### src/rtl/erase_pkg.sv
package erase_pkg;

   // command opcodes understood by the flash
   localparam logic [7:0] OPC_WR_EN   = 8'h06;
   localparam logic [7:0] OPC_FLAG_RD = 8'h70;
   localparam logic [7:0] OPC_ERS_4K  = 8'h20;
   localparam logic [7:0] OPC_ERS_32K = 8'h52;
   localparam logic [7:0] OPC_ERS_64K = 8'hD8;
   localparam logic [7:0] OPC_ERS_ALL = 8'hC7;

   // erase size codes
   localparam logic [2:0] SZ_4K  = 3'd0;
   localparam logic [2:0] SZ_32K = 3'd1;
   localparam logic [2:0] SZ_64K = 3'd2;
   localparam logic [2:0] SZ_ALL = 3'd3;

   // alignment shifts per granularity
   localparam int SH_4K  = 12;
   localparam int SH_32K = 15;
   localparam int SH_64K = 16;

   // ready bit inside the flag status byte
   localparam int RDY_BIT = 7;

   typedef enum logic [1:0] {
      RES_OK    = 2'd0,
      RES_ALIGN = 2'd1,
      RES_RANGE = 2'd2,
      RES_TYPE  = 2'd3
   } res_t;

   typedef enum logic [2:0] {
      ST_IDLE  = 3'd0,
      ST_WREN  = 3'd1,
      ST_ERASE = 3'd2,
      ST_POLL  = 3'd3,
      ST_FIN   = 3'd4
   } seq_st_t;

endpackage

### src/rtl/erase_req_check.sv
module erase_req_check
   import erase_pkg::*;
#(
   parameter int              ADDR_W    = 24,
   parameter longint unsigned DEV_BYTES = 64'd16777216
)(
   input  logic [2:0]        etype,
   input  logic [ADDR_W-1:0] addr,
   output res_t              result
);

   localparam longint unsigned SPAN = 64'd1 << ADDR_W;

   logic over;
   logic misal;

   // range test: omitted when the device fills the whole address space
   generate
      if (DEV_BYTES >= SPAN) begin : g_full_span
         assign over = 1'b0;
      end else begin : g_part_span
         localparam logic [ADDR_W-1:0] LIMIT = ADDR_W'(DEV_BYTES);
         assign over = (addr >= LIMIT);
      end
   endgenerate

   always_comb begin
      unique case (etype)
         SZ_4K:   misal = |addr[SH_4K-1:0];
         SZ_32K:  misal = |addr[SH_32K-1:0];
         SZ_64K:  misal = |addr[SH_64K-1:0];
         SZ_ALL:  misal = |addr;
         default: misal = 1'b0;
      endcase
   end

   // priority: type, then range, then alignment
   always_comb begin
      if (etype > SZ_ALL)  result = RES_TYPE;
      else if (over)       result = RES_RANGE;
      else if (misal)      result = RES_ALIGN;
      else                 result = RES_OK;
   end

endmodule

### src/rtl/erase_cmd_sel.sv
module erase_cmd_sel
   import erase_pkg::*;
#(
   parameter int ADDR_W  = 24,
   parameter int N_ABYTE = 3
)(
   input  seq_st_t           st,
   input  logic [2:0]        etype_q,
   input  logic [ADDR_W-1:0] addr_q,
   output logic [7:0]        opcode,
   output logic [2:0]        naddr,
   output logic [ADDR_W-1:0] caddr,
   output logic              rdlen
);

   localparam logic [2:0] NAB = 3'(N_ABYTE);

   logic [7:0] ers_op;

   always_comb begin
      unique case (etype_q[1:0])
         2'd0:    ers_op = OPC_ERS_4K;
         2'd1:    ers_op = OPC_ERS_32K;
         2'd2:    ers_op = OPC_ERS_64K;
         default: ers_op = OPC_ERS_ALL;
      endcase
   end

   always_comb begin
      opcode = 8'h00;
      naddr  = 3'd0;
      caddr  = '0;
      rdlen  = 1'b0;
      unique case (st)
         ST_WREN:  opcode = OPC_WR_EN;
         ST_ERASE: begin
            opcode = ers_op;
            if (etype_q != SZ_ALL) begin
               naddr = NAB;
               caddr = addr_q;
            end
         end
         ST_POLL: begin
            opcode = OPC_FLAG_RD;
            rdlen  = 1'b1;
         end
         default: ;
      endcase
   end

endmodule

### src/rtl/erase_seq_fsm.sv
module erase_seq_fsm
   import erase_pkg::*;
#(
   parameter int ADDR_W = 24
)(
   input  logic              clk,
   input  logic              rst_n,
   input  logic              start,
   input  logic [2:0]        etype,
   input  logic [ADDR_W-1:0] addr,
   input  res_t              chk_res,
   input  logic              cmd_ack,
   input  logic [7:0]        cmd_rdata,
   output seq_st_t           st,
   output logic [2:0]        etype_q,
   output logic [ADDR_W-1:0] addr_q,
   output res_t              res_q,
   output logic              busy,
   output logic              done,
   output logic              cmd_req
);

   always_ff @(posedge clk or negedge rst_n) begin
      if (!rst_n) begin
         st      <= ST_IDLE;
         etype_q <= '0;
         addr_q  <= '0;
         res_q   <= RES_OK;
      end else begin
         unique case (st)
            ST_IDLE: if (start) begin
               etype_q <= etype;
               addr_q  <= addr;
               res_q   <= chk_res;
               st      <= (chk_res == RES_OK) ? ST_WREN : ST_FIN;
            end
            ST_WREN:  if (cmd_ack) st <= ST_ERASE;
            ST_ERASE: if (cmd_ack) st <= ST_POLL;
            ST_POLL:  if (cmd_ack && cmd_rdata[RDY_BIT]) st <= ST_FIN;
            ST_FIN:   st <= ST_IDLE;
            default:  st <= ST_IDLE;
         endcase
      end
   end

   assign busy    = (st == ST_WREN) || (st == ST_ERASE) || (st == ST_POLL);
   assign cmd_req = busy;
   assign done    = (st == ST_FIN);

   AST_REQ_CLEAN: assert property (@(posedge clk) disable iff (!rst_n)
      cmd_req |-> (res_q == RES_OK));
   AST_REJECT_FAST: assert property (@(posedge clk) disable iff (!rst_n)
      (st == ST_IDLE && start && chk_res != RES_OK) |=> (done && !cmd_req));
   AST_DONE_PULSE: assert property (@(posedge clk) disable iff (!rst_n)
      done |=> (!done && !busy));
   AST_POLL_AGAIN: assert property (@(posedge clk) disable iff (!rst_n)
      (st == ST_POLL && cmd_ack && !cmd_rdata[RDY_BIT]) |=> (st == ST_POLL));
   AST_HOLD_REQ: assert property (@(posedge clk) disable iff (!rst_n)
      (cmd_req && !cmd_ack) |=> (cmd_req && $stable(st)));
   AST_LATCH_HELD: assert property (@(posedge clk) disable iff (!rst_n)
      busy |=> $stable(addr_q) && $stable(etype_q));

endmodule

### src/rtl/flash_erase_seq.sv
module flash_erase_seq
   import erase_pkg::*;
#(
   parameter int              ADDR_W    = 24,
   parameter longint unsigned DEV_BYTES = 64'd12582912
)(
   input  logic              clk,
   input  logic              rst_n,
   input  logic              start,
   input  logic [2:0]        etype,
   input  logic [ADDR_W-1:0] addr,
   output logic              busy,
   output logic              done,
   output logic [1:0]        err,
   output logic              cmd_req,
   output logic [7:0]        cmd_opcode,
   output logic [2:0]        cmd_naddr,
   output logic [ADDR_W-1:0] cmd_addr,
   output logic              cmd_rdlen,
   input  logic              cmd_ack,
   input  logic [7:0]        cmd_rdata
);

   localparam int N_ABYTE = (ADDR_W + 7) / 8;

   generate
      if (ADDR_W < SH_64K + 1 || ADDR_W > 32) begin : g_bad_addr_w
         $error("flash_erase_seq: ADDR_W must lie in 17..32");
      end
      if (DEV_BYTES == 0) begin : g_bad_dev
         $error("flash_erase_seq: DEV_BYTES must be nonzero");
      end
   endgenerate

   res_t              chk_res;
   res_t              res_q;
   seq_st_t           st;
   logic [2:0]        etype_q;
   logic [ADDR_W-1:0] addr_q;

   erase_req_check #(.ADDR_W(ADDR_W), .DEV_BYTES(DEV_BYTES)) u_check (
      .etype  (etype),
      .addr   (addr),
      .result (chk_res)
   );

   erase_seq_fsm #(.ADDR_W(ADDR_W)) u_fsm (
      .clk       (clk),
      .rst_n     (rst_n),
      .start     (start),
      .etype     (etype),
      .addr      (addr),
      .chk_res   (chk_res),
      .cmd_ack   (cmd_ack),
      .cmd_rdata (cmd_rdata),
      .st        (st),
      .etype_q   (etype_q),
      .addr_q    (addr_q),
      .res_q     (res_q),
      .busy      (busy),
      .done      (done),
      .cmd_req   (cmd_req)
   );

   erase_cmd_sel #(.ADDR_W(ADDR_W), .N_ABYTE(N_ABYTE)) u_sel (
      .st      (st),
      .etype_q (etype_q),
      .addr_q  (addr_q),
      .opcode  (cmd_opcode),
      .naddr   (cmd_naddr),
      .caddr   (cmd_addr),
      .rdlen   (cmd_rdlen)
   );

   assign err = res_q;

   AST_CHIP_NOADDR: assert property (@(posedge clk) disable iff (!rst_n)
      (cmd_req && cmd_opcode == OPC_ERS_ALL) |-> (cmd_naddr == 3'd0));
   AST_ERASE_NOREAD: assert property (@(posedge clk) disable iff (!rst_n)
      (cmd_req && cmd_opcode != OPC_FLAG_RD) |-> !cmd_rdlen);
   AST_POLL_ONEBYTE: assert property (@(posedge clk) disable iff (!rst_n)
      (cmd_req && cmd_opcode == OPC_FLAG_RD) |-> (cmd_rdlen && cmd_naddr == 3'd0));
   AST_IDLE_QUIET: assert property (@(posedge clk) disable iff (!rst_n)
      !cmd_req |-> (cmd_opcode == 8'h00));

endmodule

### config.mk
export PLATFORM = sky130hd
export DESIGN_NAME = flash_erase_seq
export DESIGN_NICKNAME = d
export VERILOG_FILES = /design/src/rtl/erase_pkg.sv /design/src/rtl/erase_req_check.sv /design/src/rtl/erase_cmd_sel.sv /design/src/rtl/erase_seq_fsm.sv /design/src/rtl/flash_erase_seq.sv
export SDC_FILE = /design/constraint.sdc
export NUM_CORES = 1
export LEC_CHECK = 0
export BUFFER_PORTS_ARGS = -buffer_cell sky130_fd_sc_hd__clkbuf_2
export CORE_ASPECT_RATIO = 1.5
export CORE_MARGIN = 2
export CORE_UTILIZATION = 50
export DETAILED_ROUTE_END_ITERATION = 10
export PLACE_DENSITY = 0.95
export SYNTH_ARGS = -nofsm -noshare
export SYNTH_HDL_FRONTEND = slang
export SYNTH_SLANG_ARGS = --single-unit
### constraint.sdc
create_clock -name clk -period 2.4 [get_ports clk]
set_input_delay 0.24 -clock clk [delete_from_list [all_inputs] [get_ports clk]]
set_output_delay 0.24 -clock clk [all_outputs]
set_load 0.02 [all_outputs]
==> impl_summary.txt, run 1 <==
----------------------------------------------------
[Status]
  Run status ... complete, no violations

[Routing]
  Average wire per cell in the routed design ... 12.7 um
  Number of nets still failing antenna checks after routing ... 0
  Post-route DRC violation count ... 0
  Via count ... ~1400
  Initial drt markers ... 25
  Length of the first detailed-routing pass in iterations ... 4
  Via-to-Cell Ratio ... 5.09
  Sum of routed wire length over all layers ... approximately 3500 um

[Flow run]
  Max-capacitance violation count ... 0

[Critical path]
  Slack of the worst reg-to-reg path ... 790 ps
  Destination of the worst register-to-register timing path ... u_fsm.addr_q[22]$_DFFE_PN0P_
  Startpoint kind of the worst setup timing path ... flip-flop
  CP arrival ... between 1500 and 2000 ps
  Worst setup path class ... flip-flop to primary output
  Slowest stage cell on the critical path ... sky130_fd_sc_hd__a21boi_4
  Required time worst endpoint ... 2160 ps
  Worst Setup End Kind ... primary output
  Maximum cell stage delay along the critical path ... 480 ps
  Highest fanout seen on the critical path ... 26
  Worst R2R Start ... u_fsm.st[1]$_DFFE_PN0P_
  Reg2Reg Depth ... 4
  Worst-path cell chain ... nor2b_1, and2b_1, a21boi_4, and2_1, clkbuf_2

[Yosys]
  Leading post-synthesis cells by cell area ... sky130_fd_sc_hd__dfrtp_1 (46%), sky130_fd_sc_hd__mux2_2 (15%), sky130_fd_sc_hd__and2_1 (9.7%)
  FF+latch count, synth ... 32
  Sequential fraction of the synthesis area ... 0.461
  Avg Synthesized Cell Area ... approximately 11 um2
  Post-Syn Instances ... 162
  Post-Syn Area ... 1740 um2
  Cell type with the largest total area after synthesis ... sky130_fd_sc_hd__dfrtp_1
  Post-synthesis cell type count ... 32
  Number of warning messages in the yosys log ... 0
  Fraction of synthesized cell area taken by the top area cell type ... 0.461
  Number of nets produced by synthesis ... approximately 210

[Cells and area]
  Multi-input gate area ... 838 um2
  Number of standard cells in the final layout excluding fillers ... about 280
  Most common cell after layout, fill and taps aside ... sky130_fd_sc_hd__clkbuf_2
  Post-layout nets ... 278
  Share of post-route cells with drive strength above 1 ... 0.468
  Fillcell total ... 279
  Sequential cell area ... about 800 um2
  Final core utilization ... 0.665
  Commonest cells after routing, fill and taps aside ... sky130_fd_sc_hd__clkbuf_2 (71), sky130_fd_sc_hd__dfrtp_1 (32), sky130_fd_sc_hd__and2_1 (27)
  Finished Cell Area ... 2230 um2
  Area Overhead vs Synth ... 28.3%
  Ant diodes ... 0

[STA]
  Clock Skew ... 4.14 ps
  Worst rel slew slack ... 0.486
  TNS Setup ... 0 ps
  Final worst-path cycle share ... 0.896
  RSZ-0062 raised after global routing ... no
  Final setup viols ... 0
  Maximum achievable frequency ... 465 MHz
  Clock period minus final worst setup slack ... ~2200 ps
  Final worst hold slack ... roughly 30 ps
  Max Slew Vio Count ... 0
  Final count of hold timing violations ... 0
  Least-Margin Pin Slew ... 771 ps

[CTS]
  Clock latency on the worst-skew pair ... 270 ps
  Post-cts repair resize count ... 0
  Hold buffer count at cts ... 0
  H-tree depth reported by CTS ... 2
  CTS tree ... built
  CTS sink cnt ... 32
  Clock slew at the register clock pins of the worst setup and hold paths ... approximately 60 ps
  Total CTS buffers ... 5
  Clock tree root driver cell ... sky130_fd_sc_hd__clkbuf_8
  Setup fix buffers added after clock tree synthesis ... 0
  Maximum buffer depth of the clock tree ... 2

[Floorplan]
  Total core area ... ~3400 um2
  Die height ... 76.2 um
  Total Die Area ... 3970 um2
  Io pins ... 80
  Placement Rows ... 26
  Initial Utilization ... 0.519
  Die width ... 52.1 um

[Pwr]
  Maximum ir drop on the vdd rail ... 0.719 mV
  Cell area power density ... ~1100 nW/um2
  Standby leakage power ... 0.00112 uW

[Placed design]
  Post-detail-place hpwl ... 2810 um
  Final estimated routing congestion in global placement ... ~0.75
  Post-placement cell count ... ~270
  Placed instance area ... 2100 um2
  Buffers on Ports ... 71

[Global routing]
  First-pass GRT wire length ... 5980 um
  Number of global-route vias before repair ... 1352
  Number of antenna violations at the first check in global routing ... 0
  Total grt overflow ... 0
  Maximum number of pins on one net before global-route repair ... 33
  Global-route usage over all layers ... 0.195

[Worst hold path]
  HP Class ... input port to async pin

----------------------------------------------------
[sequential cells by signal, summed over array words and instances (netlist names)]
signal,count
u_fsm.res_q,2
u_fsm.etype_q,3
u_fsm.addr_q,24
u_fsm.st,3
[metrics by stage]
stage,total power (uW),worst slack [ps]
after CTS,2480,216
after global routing,2610,73.5
after floorplan,1670,643
after global placement,1880,532
after detailed placement,1930,528
final,2450,249
[cell type report]
type,count,area share
Clock buffer,7,0.0432
Clock inverter,1,0.0135
Inverter,5,0.00842
Multi-Input combinational cell,114,0.376
Sequential cell,32,0.359
Tap cell,42,0.0236
Timing Repair Buffer,76,0.176
[routing by layer]
layer / GRT usage / up-vias / wire length [um]
li1: - / 694 / -
met1: 0.221 / 669 / 1340
met2: 0.351 / 44 / 1940
met3: 0.0392 / 4 / 185
met4: 0.0692 / 0 / 51
met5: 0 / - / 0
[power breakdown]
group | switching [uW] | internal [uW] | leakage (uW)
registers | 113 | 797 | 0.000377
clock network | 184 | 366 | 0.0000645
logic | 536 | 456 | 0.000676
total | 833 | 1620 | 0.00112
[cells by family (layout without fill, tap and decap cells)]
kind of cell | count (synthesis) | in the layout | share of synthesized area
AO/OA/AOI/OAI | 17 | 17 | 0.0684
AND/OR/NAND/NOR | 66 | 66 | 0.215
multiplexers | 25 | 25 | 0.161
flip-flops | 32 | 32 | 0.461
buffers and inverters | 16 | 89 | 0.0569
other | 1 | 1 | 0.00216
adder cells (fa/ha/maj) | 5 | 5 | 0.0360
[how the worst max path moves through the flow]
stage	startpoint	end	slack [ps]	cells past startpoint
floorplan	u_fsm.st[0]$_DFFE_PN0P_	cmd_addr[0]	640	6
global placement	u_fsm.st[0]$_DFFE_PN0P_	cmd_addr[3]	530	5
detailed placement	u_fsm.st[0]$_DFFE_PN0P_	cmd_addr[5]	530	5
CTS	u_fsm.st[0]$_DFFE_PN0P_	cmd_addr[7]	220	5
global route	u_fsm.st[0]$_DFFE_PN0P_	cmd_addr[11]	70	5
finish	u_fsm.st[0]$_DFFE_PN0P_	cmd_addr[5]	250	5
[cell usage after synthesis, drive strengths merged]
master and instances:
a211oi 1, a21boi 1, a21oi 5, a31oi 3
and2 27, and2b 1, and4 1, buf 10
clkbuf 1, conb 1, dfrtp 32, ha 5
inv 5, mux2 24, mux2i 1, nand2 8
nand2b 1, nand4 1, nor2 15, nor2b 1
nor3 3, nor4 6, nor4b 1, o21a 1
o21ai 3, o2bb2ai 1, o31ai 1, o32a 1
or2 1
[worst max-delay path: cells and delay by family (launching register included)]
| kind | cells | cell delay, ps |
|---|---|---|
| AND/OR/NAND/NOR | 3 | 610 |
| AO/OA/AOI/OAI | 1 | 480 |
| flip-flops | 1 | 370 |
| buffers and inverters | 1 | 170 |
(Power assumes the default switching activity.)
==> run 2: changes to the inputs <==
--- a/config.mk
+++ b/config.mk
@@ -11,6 +11,7 @@
 export CORE_UTILIZATION = 50
 export DETAILED_ROUTE_END_ITERATION = 10
 export PLACE_DENSITY = 0.95
+export RECOVER_POWER = 50
 export SYNTH_ARGS = -nofsm -noshare
 export SYNTH_HDL_FRONTEND = slang
 export SYNTH_SLANG_ARGS = --single-unit
==> run 2 against run 1 <==
The run now ends with max-capacitance violations, max-slew violations left. Fmax decreased by 0.57%. First-iteration DRC count up 4.0%. Register-to-register slack worse by 550 ps. Sequential share of layout area increased by 0.33 points. Die area unchanged. Worst setup slack lost 12 ps. Global-route usage unchanged. Sequential power hardly changed. Critical path depth fell by 1. Count of clock-buffer cells in the layout did not move.
==> impl_summary.txt, run 2 (synthesis results as in run 1) <==
----------------------------------------------------
[Floorplan]
  Initial Utilization ... 0.519 (unchanged)
  Total Die Area ... 3970 um2 (unchanged)
  Placement Rows ... 26 (unchanged)
  Die width ... 52.1 um (unchanged)
  Io pins ... 80 (unchanged)
  Die height ... 76.2 um (unchanged)
  Total core area ... 3350 um2 (unchanged)

[Cells and area]
  Ant diodes ... 0 (unchanged)
  Post-layout nets ... 278 (unchanged)
  Area Overhead vs Synth ... 27.1%
  Fillcell total ... 283 (+1.4%)
  Number of standard cells in the final layout excluding fillers ... 277 (unchanged)
  Commonest cells after routing, fill and taps aside ... sky130_fd_sc_hd__clkbuf_2 (64), sky130_fd_sc_hd__dfrtp_1 (32), sky130_fd_sc_hd__and2_1 (27)
  Multi-input gate area ... 838 um2 (unchanged)
  Finished Cell Area ... 2210 um2 (-0.90%)
  Share of post-route cells with drive strength above 1 ... 0.426 (-0.0426)
  Sequential cell area ... 801 um2 (unchanged)
  Most common cell after layout, fill and taps aside ... sky130_fd_sc_hd__clkbuf_2
  Max reg flops ... 24 (unchanged)
  Registers with the most flip-flops ... u_fsm.addr_q (24), u_fsm.etype_q (3), u_fsm.st (3)
  Register bank with the most flops ... u_fsm.addr_q

[Critical path]
  Maximum cell stage delay along the critical path ... 720 ps (+240 ps)
  Worst-path cell chain ... clkbuf_1, nor4b_4, clkbuf_1, mux2_2
  Highest fanout seen on the critical path ... 21 (-19%)
  Slowest stage cell on the critical path ... sky130_fd_sc_hd__clkbuf_1
  Buffers and inverters on the worst path ... 2 (+1)
  Worst setup path class ... flip-flop to flip-flop
  CP delay by family, top ... buffers and inverters
  Worst Setup End Kind ... flip-flop
  Required time worst endpoint ... 2560 ps (+400 ps)
  Cell occurring most often along the worst timing path ... sky130_fd_sc_hd__clkbuf_1
  CP arrival ... 2320 ps (+410 ps)
  Startpoint kind of the worst setup timing path ... flip-flop

[CTS]
  Clock slew at the register clock pins of the worst setup and hold paths ... 60 ps (about the same)
  CTS sink cnt ... 32 (unchanged)
  Total CTS buffers ... 5 (unchanged)
  Clock tree root driver cell ... sky130_fd_sc_hd__clkbuf_8
  H-tree depth reported by CTS ... 2 (unchanged)
  Hold buffer count at cts ... 0 (unchanged)
  Setup fix buffers added after clock tree synthesis ... 0 (unchanged)
  CTS tree ... built
  Post-cts repair resize count ... 0 (unchanged)
  Maximum buffer depth of the clock tree ... 2 (unchanged)
  Clock latency on the worst-skew pair ... 270 ps (about the same)

[STA]
  Maximum achievable frequency ... 462 MHz (-0.57%)
  RSZ-0062 raised after global routing ... no
  Least-Margin Pin Slew ... 1660 ps (+888 ps)
  Worst rel slew slack ... -0.106 (-0.592)
  Max Slew Vio Count ... 33 (+33)
  Final count of hold timing violations ... 0 (unchanged)
  Final worst-path cycle share ... 0.902 (+0.00516)
  Clock Skew ... 3.20 ps (-0.941 ps)
  TNS Setup ... 0 ps (unchanged)
  Crit path setup slack, layout ... 236 ps (-12.4 ps)
  Clock period minus final worst setup slack ... 2160 ps (+12.4 ps)
  Final setup viols ... 0 (unchanged)

[Pwr]
  Cell area power density ... 1100 nW/um2 (about the same)
  Switching power ... 832 uW (-0.14%)
  Sw frac ... 0.342 (+0.00247)
  Internal portion of total power ... 1600 uW (-1.2%)
  Reg power frac ... 0.374 (+0.003)
  Clock share of power ... 0.226 (+0.002)
  Combinational fraction of design power ... 0.400 (-0.004)
  Maximum ir drop on the vdd rail ... 0.741 mV (+3.1%)
  Standby leakage power ... 0.00108 uW (-3.0%)

[Routing]
  Initial drt markers ... 26 (+4.0%)
  Post-route DRC violation count ... 0 (unchanged)
  Via-to-Cell Ratio ... 5.05 (-0.78%)
  Via count ... 1400 (-0.78%)
  Average wire per cell in the routed design ... 12.7 um (+0.31%)
  Length of the first detailed-routing pass in iterations ... 4 (unchanged)
  Number of nets still failing antenna checks after routing ... 0 (unchanged)
  Sum of routed wire length over all layers ... 3530 um (+0.31%)

[Global routing]
  Maximum number of pins on one net before global-route repair ... 33 (unchanged)
  Global routing met2 resource utilization ... 0.351 (unchanged)
  Number of global-route vias before repair ... 1352 (unchanged)
  First-pass GRT wire length ... 5980 um (unchanged)
  Global-route usage over all layers ... 0.195 (unchanged)
  Met1 track demand over resource ... 0.221 (unchanged)
  Total grt overflow ... 0 (unchanged)
  Layer with the highest usage ... met2
  Met3 routing resource usage after global routing ... 0.0392 (unchanged)
  Number of antenna violations at the first check in global routing ... 0 (unchanged)

[Placed design]
  Post-detail-place hpwl ... 2810 um (unchanged)
  Final estimated routing congestion in global placement ... 0.746 (unchanged)
  Buffers on Ports ... 71 (unchanged)
  Post-placement cell count ... 269 (unchanged)
  Placed instance area ... 2100 um2 (unchanged)
  Worst slack, placed ... 528 ps (unchanged)

[Worst hold path]
  HP Class ... input port to flip-flop

[Status]
  Violated checks ... max-capacitance violations, max-slew violations
  Run status ... finished, violations left

[Flow run]
  Max-capacitance violation count ... 1 (+1)

----------------------------------------------------
==> run 2: final timing paths <==
kind / start / to / slack, ps / cells after the start
max in group asynchronous: rst_n / u_fsm.st[0]$_DFFE_PN0P_ / 1050 / 1
worst max-delay path: u_fsm.st[0]$_DFFE_PN0P_ / u_fsm.addr_q[22]$_DFFE_PN0P_ / 240 / 4
worst min register to register: u_fsm.addr_q[6]$_DFFE_PN0P_ / u_fsm.addr_q[6]$_DFFE_PN0P_ / 480 / 1
min in group asynchronous: rst_n / u_fsm.addr_q[22]$_DFFE_PN0P_ / 380 / 1
worst max register to register: u_fsm.st[0]$_DFFE_PN0P_ / u_fsm.addr_q[22]$_DFFE_PN0P_ / 240 / 4
worst min-delay path: etype[2] / u_fsm.etype_q[2]$_DFFE_PN0P_ / 190 / 3
==> run 2: power groups by stage <==
stage,Sequential [uW],Clock (uW),Combinational [uW]
after detailed placement,922,0,1000
final,910,549,972
after global placement,907,0,972
after global routing,948,583,1060
after floorplan,898,0,773
after CTS,913,565,1010
==> run 2: layout make-up <==
type / count / share of cell area
Tap cell: 42 / 0.0238
Inverter: 5 / 0.00849
Sequential cell: 32 / 0.362
Multi-Input combinational cell: 114 / 0.379
Timing Repair Buffer: 76 / 0.169
Clock buffer: 7 / 0.0436
Clock inverter: 1 / 0.0136
==> run 2: worst min-delay path, delay by kind of cell <==
family / cells / cell delay [ps]
simple gates: 1 / 40
compound gates: 1 / 60
buf+inv: 1 / 90
==> run 2: routing by layer <==
metal / up-vias / share of wire
li1: 695 / -
met1: 660 / 0.37
met2: 41 / 0.56
met3: 4 / 0.054
met4: 0 / 0.014
met5: - / 0
==> run 2: metrics by stage <==
step / hold WS, ps / utilization / total power (uW)
5_1_grt: 206 / 0.659 / 2590
2_1_floorplan: -55.6 / - / 1670
3_5_place_dp: 356 / 0.628 / 1930
3_3_place_gp: 347 / 0.628 / 1880
6_report: 190 / 0.659 / 2430
4_1_cts: 55.5 / 0.665 / 2480
